## config.mk

```make
export PLATFORM = sky130hd
export DESIGN_NAME = uart_irq_ident
export DESIGN_NICKNAME = d
export VERILOG_FILES = /design/src/rtl/uart_irq_pkg.sv /design/src/rtl/uart_irq_lsr.sv /design/src/rtl/uart_irq_rx.sv /design/src/rtl/uart_irq_thr.sv /design/src/rtl/uart_irq_prio.sv /design/src/rtl/uart_irq_ident.sv
export SDC_FILE = /design/constraint.sdc
export NUM_CORES = 1
export LEC_CHECK = 0
export CORE_AREA = 4 4 41 43
export DETAILED_ROUTE_END_ITERATION = 7
export DIE_AREA = 0 0 45 47
export DONT_BUFFER_PORTS = 1
export GPL_TIMING_DRIVEN = 0
export SYNTH_ARGS = -nofsm -noshare
export SYNTH_HDL_FRONTEND = slang
export SYNTH_SLANG_ARGS = --single-unit
```

## constraint.sdc

```tcl
create_clock -name clk -period 1 [get_ports clk]
set_clock_uncertainty 0.05 [all_clocks]
set_input_delay 0.2 -clock clk [delete_from_list [all_inputs] [get_ports clk]]
set_output_delay 0.2 -clock clk [all_outputs]
set_load 0.01 [all_outputs]
```

## src/rtl/uart_irq_pkg.sv

```systemverilog
package uart_irq_pkg;

   typedef enum logic [3:0] {
      IID_NONE = 4'b0001,
      IID_LSR  = 4'b0110,
      IID_RXD  = 4'b0100,
      IID_RTO  = 4'b1100,
      IID_THR  = 4'b0010
   } iid_e;

   localparam int unsigned IER_W    = 3;
   localparam int unsigned IER_RX   = 0;
   localparam int unsigned IER_THR  = 1;
   localparam int unsigned IER_LSR  = 2;

   localparam int unsigned CAUSE_OVR = 0;

endpackage

```

## src/rtl/uart_irq_lsr.sv

```systemverilog
module uart_irq_lsr #(
   parameter int unsigned CAUSE_N = 4
) (
   input  logic               clk,
   input  logic               rst_n,
   input  logic [CAUSE_N-1:0] evt_i,
   input  logic               lsr_rd_i,
   input  logic               err_left_i,
   output logic               pend_o
);
   import uart_irq_pkg::*;

   localparam int unsigned CHR_N = CAUSE_N - 1;

   logic             ovr_q;
   logic             chr_q;
   logic [CHR_N-1:0] chr_evt;
   logic             chr_any;

   // character-attached causes occupy every bit above the overrun bit
   for (genvar g = 0; g < CHR_N; g++) begin : g_chr
      assign chr_evt[g] = evt_i[g+1];
   end

   assign chr_any = |chr_evt;

   always_ff @(posedge clk) begin
      if (!rst_n) begin
         ovr_q <= 1'b0;
         chr_q <= 1'b0;
      end else begin
         // a fresh overrun outranks a simultaneous status read
         ovr_q <= evt_i[CAUSE_OVR] | (ovr_q & ~lsr_rd_i);
         // held until the erroneous characters are drained
         chr_q <= chr_any | (chr_q & err_left_i);
      end
   end

   assign pend_o = ovr_q | chr_q;

endmodule

```

## src/rtl/uart_irq_rx.sv

```systemverilog
module uart_irq_rx #(
   parameter int unsigned LVL_W = 5
) (
   input  logic             clk,
   input  logic             rst_n,
   input  logic             fifo_en_i,
   input  logic             char_i,
   input  logic             rbr_rd_i,
   input  logic [LVL_W-1:0] level_i,
   input  logic [LVL_W-1:0] trig_i,
   input  logic             timeout_i,
   output logic             dr_o,
   output logic             to_o
);

   localparam logic [LVL_W-1:0] LVL_ZERO = '0;

   logic nf_q;
   logic ff_q;
   logic to_q;
   logic at_trig;

   assign at_trig = (level_i != LVL_ZERO) && (level_i >= trig_i);

   always_ff @(posedge clk) begin
      if (!rst_n) begin
         nf_q <= 1'b0;
         ff_q <= 1'b0;
         to_q <= 1'b0;
      end else begin
         nf_q <= ~fifo_en_i & (char_i | (nf_q & ~rbr_rd_i));
         ff_q <= fifo_en_i & at_trig;
         to_q <= fifo_en_i & timeout_i;
      end
   end

   assign dr_o = nf_q | ff_q;
   assign to_o = to_q;

endmodule

```

## src/rtl/uart_irq_thr.sv

```systemverilog
module uart_irq_thr (
   input  logic       clk,
   input  logic       rst_n,
   input  logic       tx_empty_i,
   input  logic       thr_wr_i,
   input  logic       iir_rd_i,
   input  logic [3:0] iid_i,
   output logic       pend_o
);
   import uart_irq_pkg::*;

   logic prev_q;
   logic arm_q;
   logic rise;
   logic rd_clr;

   assign rise   = tx_empty_i & ~prev_q;
   assign rd_clr = iir_rd_i & (iid_i == IID_THR);

   always_ff @(posedge clk) begin
      if (!rst_n) begin
         prev_q <= 1'b0;
         arm_q  <= 1'b0;
      end else begin
         prev_q <= tx_empty_i;
         arm_q  <= rise | (arm_q & tx_empty_i & ~thr_wr_i & ~rd_clr);
      end
   end

   assign pend_o = arm_q;

endmodule

```

## src/rtl/uart_irq_prio.sv

```systemverilog
module uart_irq_prio #(
   parameter bit RX_TO_FIRST = 1'b0
) (
   input  logic                           clk,
   input  logic                           rst_n,
   input  logic [uart_irq_pkg::IER_W-1:0] ier_i,
   input  logic                           ls_i,
   input  logic                           dr_i,
   input  logic                           to_i,
   input  logic                           thr_i,
   output logic                           irq_o,
   output logic [3:0]                     iid_o
);
   import uart_irq_pkg::*;

   logic ls_en;
   logic rx_en;
   logic thr_en;
   iid_e rx_code;
   iid_e code;

   assign ls_en  = ier_i[IER_LSR] & ls_i;
   assign rx_en  = ier_i[IER_RX]  & (dr_i | to_i);
   assign thr_en = ier_i[IER_THR] & thr_i;

   // tie order inside the shared receive level
   if (RX_TO_FIRST) begin : g_to_first
      assign rx_code = to_i ? IID_RTO : IID_RXD;
   end else begin : g_dr_first
      assign rx_code = dr_i ? IID_RXD : IID_RTO;
   end

   always_comb begin
      code = IID_NONE;
      if (ls_en)       code = IID_LSR;
      else if (rx_en)  code = rx_code;
      else if (thr_en) code = IID_THR;
   end

   always_ff @(posedge clk) begin
      if (!rst_n) begin
         iid_o <= IID_NONE;
         irq_o <= 1'b0;
      end else begin
         iid_o <= code;
         irq_o <= ls_en | rx_en | thr_en;
      end
   end

endmodule

```

## src/rtl/uart_irq_ident.sv

```systemverilog
module uart_irq_ident #(
   parameter int unsigned LVL_W       = 5,
   parameter int unsigned CAUSE_N     = 4,
   parameter bit          RX_TO_FIRST = 1'b0
) (
   input  logic               clk,
   input  logic               rst_n,
   input  logic [CAUSE_N-1:0] lsr_evt_i,
   input  logic               rx_err_left_i,
   input  logic               rx_char_i,
   input  logic [LVL_W-1:0]   rx_level_i,
   input  logic [LVL_W-1:0]   rx_trig_i,
   input  logic               rx_timeout_i,
   input  logic               tx_empty_i,
   input  logic [2:0]         ier_i,
   input  logic               fifo_en_i,
   input  logic               lsr_rd_i,
   input  logic               rbr_rd_i,
   input  logic               thr_wr_i,
   input  logic               iir_rd_i,
   output logic               irq_o,
   output logic [3:0]         iid_o
);

   if (LVL_W < 1) begin : g_bad_lvl
      $error("uart_irq_ident: LVL_W must be at least 1");
   end
   if (CAUSE_N < 2) begin : g_bad_cause
      $error("uart_irq_ident: CAUSE_N needs overrun plus one character cause");
   end

   logic ls_pend;
   logic dr_pend;
   logic to_pend;
   logic thr_pend;

   uart_irq_lsr #(.CAUSE_N(CAUSE_N)) u_lsr (
      .clk        (clk),
      .rst_n      (rst_n),
      .evt_i      (lsr_evt_i),
      .lsr_rd_i   (lsr_rd_i),
      .err_left_i (rx_err_left_i),
      .pend_o     (ls_pend)
   );

   uart_irq_rx #(.LVL_W(LVL_W)) u_rx (
      .clk       (clk),
      .rst_n     (rst_n),
      .fifo_en_i (fifo_en_i),
      .char_i    (rx_char_i),
      .rbr_rd_i  (rbr_rd_i),
      .level_i   (rx_level_i),
      .trig_i    (rx_trig_i),
      .timeout_i (rx_timeout_i),
      .dr_o      (dr_pend),
      .to_o      (to_pend)
   );

   uart_irq_thr u_thr (
      .clk        (clk),
      .rst_n      (rst_n),
      .tx_empty_i (tx_empty_i),
      .thr_wr_i   (thr_wr_i),
      .iir_rd_i   (iir_rd_i),
      .iid_i      (iid_o),
      .pend_o     (thr_pend)
   );

   uart_irq_prio #(.RX_TO_FIRST(RX_TO_FIRST)) u_prio (
      .clk   (clk),
      .rst_n (rst_n),
      .ier_i (ier_i),
      .ls_i  (ls_pend),
      .dr_i  (dr_pend),
      .to_i  (to_pend),
      .thr_i (thr_pend),
      .irq_o (irq_o),
      .iid_o (iid_o)
   );

endmodule

```

==> results.toml, run 1 <==
[critical_path]
critPathArrivalTime_ns = 1.13
r2r_start = "u_rx.to_o"
critical_path_class = "reg -> reg"
crit_end = "u_prio.irq_o"
required_ns = 1.12
r2r_slack_ns = -0.01
cp-start-kind = "register"
reg2reg_depth = 4
worstReg2RegEnd = "u_prio.irq_o"
critPathCaptureType = "register"
crit_fanout = 3
crit_path_start = "u_rx.to_o"

[global_routing]
grt_usage = 0.106
use_met3 = 0.0498
grt_pass1_vias = 414
antenna_found_initial = 0
overflow = 0
met1_usage = 0.0897
grt_use_met2 = 0.181
grt_busiest_layer = "met2"
grt_pass1_wl_um = 1510
grt_max_degree = 8

[place]
gp_congestion = 0.680
pre_cts_ws_ns = -0.103
numPortBuffers = 0
hpwlAfterDp_um = 810
placed_cell_area_um2 = 562

[cells_and_area]
finish.instance_area_um2 = 674
area_growth_syn_to_layout_pct = 24.2
final_layout_size_suffix_gt1_frac = 0.288
nets = 100
n_fill_cell = 135
antenna_cells = 0

[drt]
drt_iter0_drc = 1
wl_per_cell_um = 12.4
detail_route.vias_per_cell = 5.23
routed_wl_um = 1010
antenna_left = 0
dr.pass1.iters = 3
via_count = 424
drc = 0

[die]
dieArea_um2 = 2120
io_pins = 33
fp.dieW_um = 45
rows = 13
start_util = 0.417
core_area_um2 = 1300
die_h_um = 47

[worst_hold_path]
hp-class = "in -> reg"
hold_depth = 2

[cts]
cts.path.max_buffers = 2
cts_tree = "yes"
insertion_delay_ns = 0.27
cts.sinks = 12
clock-root-buffer = "clkbuf_4"
numCtsBuffers = 3
path_clk_slew_ns = 0.07
cts.htree.levels = 1

[logic_synthesis]
synth-edff-count = 0
ys_seq_area_frac = 0.442
yosys_most_used_dff = "dfxtp_1"
syn_avg_cell_area_um2 = 9.53
async_flop_share = 0
synth.distinct_cells = 25
synth_seq_cells = 12
syn_inst = 57
synth_fp_nets = 90
yosys_warnings = 0
synth.cell_area_um2 = 543

[job]
maxCapViolations = 0

[timing]
finalCriticalPeriod_ns = 1.01
drv_slew = 0
timing.final.ws_setup_ns = -0.0110
maxSlewHeadroom = 0.827
hold_viol_final = 0
period_share = 1.01
tightest_slew_ns = 0.259
max_freq_mhz = 989
finalSetupViolCount = 1
grt_setup_unrepaired = "yes"

[power]
vdd.ir_drop.worst_v = 0.000690
p_per_area_nw_per_um2 = 1510
p_sw_w = 0.000223
power_frac_seq = 0.527
clkPwrFrac = 0.363
total_power_w = 0.00102
p_int_w = 0.000795
leakage_nw = 0.289
p_comb_frac = 0.110
switching_share = 0.219

[status]
failed_checks = "setup timing"
status = "complete, but fails checks"
-- synth_stat cells, types with 2 or more instances --
cell      n  area share
a21oi_1   4       0.037
dfxtp_1  12        0.44
ha_1      5        0.12
inv_1     6       0.041
nand2_1   4       0.028
nand3_1   3       0.028
nor2_1    2       0.014
nor2b_1   3       0.035
o21ai_2   2       0.032
-- sequential cells by signal, summed over array words and instances, names as in the netlist --
| signal | cells |
|---|---|
| u_rx.to_o | 1 |
| u_lsr.chr_q | 1 |
| u_rx.ff_q | 1 |
| u_rx.nf_q | 1 |
| u_lsr.ovr_q | 1 |
| u_prio.irq_o | 1 |
| u_thr.pend_o | 1 |
| u_thr.prev_q | 1 |
| u_prio.iid_o | 4 |
-- kinds of logic (layout without fill, tap and decap cells) --
logic type / count (synthesis) / in the layout / synth area share
AOI/OAI and AO/OA: 12 / 12 / 0.175
adders and majority gates: 5 / 5 / 0.115
buffers and inverters: 7 / 16 / 0.0484
DFF: 12 / 12 / 0.442
and+or+nand+nor: 21 / 21 / 0.219
-- final cells by class --
| cell class | count | area [um2] | share of cell area |
|---|---|---|---|
| multi-input cells | 38 | 299 | 0.443 |
| flip-flops and latches | 12 | 249 | 0.369 |
| repair buffers | 5 | 45.0 | 0.0668 |
| clock buffers | 4 | 36.3 | 0.0538 |
| inverters | 7 | 26.3 | 0.0390 |
| well taps | 15 | 18.8 | 0.0278 |
-- layout by cell type (no fill, tap or decap) --
master         n
and2_0         1
nand3_1        3
dlygate4sd3_1  3
nor4b_4        1
a2111oi_2      1
nor2b_1        3
dfxtp_1        7
dfxtp_2        4
nand2_1        4
a21oi_1        4
buf_4          2
and2_4         1
o21a_1         1
nor2_1         2
inv_1          6
a21boi_1       2
and3_1         1
inv_2          1
and2_1         1
clkbuf_4       3
nor4_1         1
o21ai_0        1
ha_1           5
nor3b_1        1
o31ai_4        1
clkbuf_8       1
o21ai_2        2
nand3b_1       1
nand2_2        1
dfxtp_4        1
-- worst min-delay path by stage --
stage / start / endpoint / slack [ns]
2_1_floorplan: fifo_en_i / u_rx.nf_q / 0.23
3_5_place_dp: fifo_en_i / u_rx.nf_q / 0.24
4_1_cts: rst_n / u_lsr.chr_q / 0.004
3_3_place_gp: fifo_en_i / u_rx.nf_q / 0.23
5_1_grt: rst_n / u_thr.prev_q / 0.003
6_report: rst_n / u_rx.ff_q / 0.005
-- worst max-delay path, stage by stage (launching register included) --
cell     delay, ns
dfxtp_2       0.33
o31ai_4       0.27
nand2_2       0.09
o21ai_2       0.15
inv_2         0.03
-- power groups by stage --
stage	combinational [W]	sequential, W	clock, W
finish	0.000112	0.000537	0.000370
CTS	0.000107	0.000534	0.000387
floorplan	0.0000762	0.000540	0
global route	0.000127	0.000540	0.000411
detailed placement	0.0000887	0.000544	0
global placement	0.0000847	0.000543	0
-- per-stage QoR --
| step | utilization | std cells | hold WS (ns) | TNS, ns |
|---|---|---|---|---|
| 2_1_floorplan | - | 57 | 0.226 | 0 |
| 3_3_place_gp | 0.432 | 72 | 0.229 | -0.158 |
| 3_5_place_dp | 0.432 | 72 | 0.235 | -0.223 |
| 4_1_cts | 0.494 | 80 | 0.00449 | -0.0311 |
| 5_1_grt | 0.518 | 81 | 0.00258 | -0.178 |
| 6_report | 0.518 | 81 | 0.00450 | -0.0110 |
-- layer usage --
layer	vias to the layer above	share of wire	wire length, um
met3	2	0.11	111
met1	186	0.35	349
li1	214	-	-
met4	0	0.019	19
met2	22	0.52	525
met5	-	0	0
-- what timing repair did --
item	CTS	global route
endpoints found under the hold margin	6	1
gates resized for setup	4	8
pin swaps	4	3
endpoints found under the setup margin	3	6
hold buffers	2	1
setup buffers	2	0
Power figures use the tool's default switching activity.
==> inputs of run 2 (changes only) <==
Settings changed: GPL_ROUTABILITY_DRIVEN set to 0, REMOVE_ABC_BUFFERS set to 1, SKIP_CTS_REPAIR_TIMING set to 1.
==> run 2 against run 1 <==
The run ends with hold timing, setup timing left. Global-route usage fell by 0.93 points. Maximum frequency grew 0.70%. Die area unchanged. Total power down 1.5%.
==> results.toml, run 2 (same netlist as run 1, synthesis figures left out) <==
[status]
status = "complete, but fails checks"
failed_checks = "hold timing, setup timing"

[cells_and_area]
largest_reg_flops = 4
antenna_cells = 0
nets = 98
final_layout_size_suffix_gt1_frac = 0.281
seq_area_um2 = 245
final_cells = 79
final_cell_mix = "dfxtp_1 (8), inv_1 (6), ha_1 (5)"
multiInputGateArea_um2 = 292
n_fill_cell = 128
area_growth_syn_to_layout_pct = 18.9
final_common_cell = "dfxtp_1"
top_register = "u_prio.iid_o"

[place]
dp_cells = 72
numPortBuffers = 0
hpwlAfterDp_um = 809

[timing]
maxSlewHeadroom = 0.820
setup-tns-final_ns = -0.00402
finalCriticalPeriod_ns = 1.00
max_freq_mhz = 996
whs_ns = -0.000387
finalSetupViolCount = 1
drv_slew = 0
grt_setup_unrepaired = "yes"
timing.final.ws_setup_ns = -0.00402
tightest_slew_ns = 0.269
period_share = 1.00
hold_viol_final = 1

[cts]
cts.path.max_buffers = 2
cts.sinks = 12
path_clk_slew_ns = 0.07
clock-root-buffer = "clkbuf_4"
insertion_delay_ns = 0.26
cts_tree = "yes"
numCtsBuffers = 3
cts.htree.levels = 1

[global_routing]
antenna_found_initial = 0
grt_usage = 0.0970
grt_max_degree = 11
grt_pass1_vias = 373
grt_pass1_wl_um = 1460
overflow = 0

[power]
total_power_w = 0.00100
leakage_nw = 0.275
vdd.ir_drop.worst_v = 0.000849
p_per_area_nw_per_um2 = 1550

[critical_path]
critical_path_class = "reg -> reg"
critPathTopFamily = "flip-flops"
slowest_delay_ns = 0.33
slowest_stage = "dfxtp_2"
crit_fanout = 2
cp-start-kind = "register"
critPathCaptureType = "register"
required_ns = 1.11
crit_chain = "o31ai_4 -> nand2_2 -> and2_2"
crit_buf_inv = 0
critPathArrivalTime_ns = 1.11

[worst_hold_path]
hp-class = "in -> reg"

[die]
dieArea_um2 = 2120
core_area_um2 = 1300
die_h_um = 47
io_pins = 33
fp.dieW_um = 45
start_util = 0.417
rows = 13

[drt]
wl_per_cell_um = 11.9
routed_wl_um = 939
drc = 0
dr.pass1.iters = 1
detail_route.vias_per_cell = 5.06
antenna_left = 0
via_count = 400
drt_iter0_drc = 0

[job]
maxCapViolations = 0
run 2: power breakdown:
group          leakage, nW  switching, W  internal [W]
clock               0.0210      0.000146      0.000221
sequential           0.100     0.0000268      0.000510
combinational        0.154     0.0000422     0.0000575
run 2: final cells by class:
type                            instances  area share
Clock buffer                            4      0.0562
Multi-Input combinational cell         38       0.452
Sequential cell                        12       0.380
Timing Repair Buffer                    3      0.0426
Tap cell                               15      0.0291
Inverter                                7      0.0407
run 2: through the flow:
stage                      util  area, um2  worst slack (ns)
after floorplan               -        543           -0.0217
after detailed placement  0.432        562           -0.0816
after global routing      0.496        646           -0.0487
final                     0.496        646          -0.00402
after global placement    0.432        562           -0.0616
after CTS                 0.460        598           -0.0920
run 2: worst paths after layout:
kind	from	endpoint	cells past startpoint	slack, ns
hold reg to reg	u_thr.prev_q	u_thr.pend_o	1	0.36
setup reg to reg	u_rx.to_o	u_prio.iid_o[2]	3	-0.004
setup / recovery	u_rx.to_o	u_prio.iid_o[2]	3	-0.004
hold / removal	rst_n	u_rx.ff_q	2	-0.0004
run 2: per-layer routing:
layer	wire length (um)	part of all wire	track usage	vias to the layer above
met3	143	0.15	0.0575	0
met4	0	0	0.0351	0
met5	0	0	0	-
met2	442	0.47	0.155	28
met1	352	0.37	0.106	165
li1	-	-	-	207
==> inputs of run 3 (changes only) <==
Settings changed: HOLD_SLACK_MARGIN set to 0.02.
==> run 3 against run 2 <==
The run ends with setup timing left. Critical path depth is the same. Worst hold slack gained 0.024 ns. Maximum frequency is essentially flat. Sequential cell count is the same. Critical endpoint unchanged. Critical path type unchanged. Register-to-register slack is essentially flat. Die area is the same. Highest routed layer unchanged.
==> results.toml, run 3 (same netlist as run 1, synthesis figures left out) <==
[cts]
cts.htree.levels = 1
insertion_delay_ns = 0.26
path_clk_slew_ns = 0.07
cts.path.max_buffers = 2
numCtsBuffers = 3
cts_tree = "yes"
cts.sinks = 12
clock-root-buffer = "clkbuf_4"

[drt]
detail_route.vias_per_cell = 4.99
wl_per_cell_um = 12.2
via_count = 399
antenna_left = 0
drt_iter0_drc = 0
routed_wl_um = 979
drc = 0
dr.pass1.iters = 1

[timing]
drv_slew = 0
finalSetupViolCount = 1
whs_ns = 0.0235
grt_setup_unrepaired = "yes"
max_freq_mhz = 996
finalCriticalPeriod_ns = 1.00
hold_viol_final = 0
maxSlewHeadroom = 0.820
timing.final.ws_setup_ns = -0.00422
period_share = 1.00
tightest_slew_ns = 0.269

[cells_and_area]
final_layout_size_suffix_gt1_frac = 0.277
final_common_cell = "dfxtp_1"
n_fill_cell = 127
largest_reg_flops = 4
utilization = 0.504
final_cells = 80
antenna_cells = 0
area_growth_syn_to_layout_pct = 20.7
final_cell_mix = "dfxtp_1 (8), inv_1 (6), ha_1 (5)"
top_register = "u_prio.iid_o"
nets = 99

[power]
vdd.ir_drop.worst_v = 0.000853
clkPwrFrac = 0.363
total_power_w = 0.00101
power_frac_seq = 0.532
p_per_area_nw_per_um2 = 1540
p_comb_frac = 0.105
p_sw_w = 0.000219
switching_share = 0.217
leakage_nw = 0.280
p_int_w = 0.000791

[die]
core_area_um2 = 1300
start_util = 0.417
dieArea_um2 = 2120
rows = 13
die_h_um = 47
fp.dieW_um = 45
io_pins = 33

[status]
status = "complete, but fails checks"
failed_checks = "setup timing"

[critical_path]
required_ns = 1.11
critPathArrivalTime_ns = 1.11
cp-start-kind = "register"
crit_fanout = 2
critical_path_class = "reg -> reg"
critPathCaptureType = "register"

[place]
dp_cells = 72
numPortBuffers = 0
hpwlAfterDp_um = 809

[global_routing]
overflow = 0
grt_pass1_wl_um = 1460
grt_pass1_vias = 373
grt_usage = 0.0970
antenna_found_initial = 0
grt_max_degree = 11

[worst_hold_path]
hp-class = "in -> reg"

[job]
maxCapViolations = 0
[run 3: power groups by stage]
stage	sequential, W	clock (W)	combinational, W
after floorplan	0.000540	0	0.0000762
after global routing	0.000540	0.000402	0.000127
after global placement	0.000544	0	0.0000841
after CTS	0.000533	0.000380	0.0000892
final	0.000536	0.000366	0.000106
after detailed placement	0.000545	0	0.0000881
[run 3: path summary, 6_finish.rpt]
| check | slack (ns) | startpoint | end | cells after the start |
|---|---|---|---|---|
| max | -0.004 | u_rx.to_o | u_prio.iid_o[2] | 3 |
| min | 0.02 | lsr_evt_i[3] | u_lsr.chr_q | 2 |
| max reg2reg | -0.004 | u_rx.to_o | u_prio.iid_o[2] | 3 |
| min reg2reg | 0.36 | u_thr.prev_q | u_thr.pend_o | 1 |
[run 3: stage by stage]
| step | setup TNS, ns | area (um2) | worst slack [ns] |
|---|---|---|---|
| floorplan | -0.0394 | 543 | -0.0217 |
| global route | -0.182 | 656 | -0.0487 |
| detailed placement | -0.326 | 562 | -0.0816 |
| global placement | -0.226 | 562 | -0.0616 |
| CTS | -0.304 | 598 | -0.0920 |
| finish | -0.00422 | 656 | -0.00422 |
[run 3: layer usage]
metal  global-route usage  share of wire  up-vias  wire length [um]
li1                     -              -      209                 -
met2                0.155           0.45       27               436
met3               0.0575           0.14        0               139
met5                    0              0        -                 0
met4               0.0351              0        0                 0
met1                0.106           0.41      163               403
[run 3: layout make-up]
| class | count | area (um2) | share of cell area |
|---|---|---|---|
| Inverter | 7 | 26.3 | 0.0401 |
| Sequential cell | 12 | 245 | 0.374 |
| Multi-Input combinational cell | 38 | 292 | 0.445 |
| Clock buffer | 4 | 36.3 | 0.0553 |
| Tap cell | 15 | 18.8 | 0.0286 |
| Timing Repair Buffer | 4 | 37.5 | 0.0573 |
[run 3: worst max-delay path, stage by stage, from the launching register on]
cell and delay, ns:
dfxtp_2 0.33, o31ai_4 0.25, nand2_2 0.08, and2_2 0.19
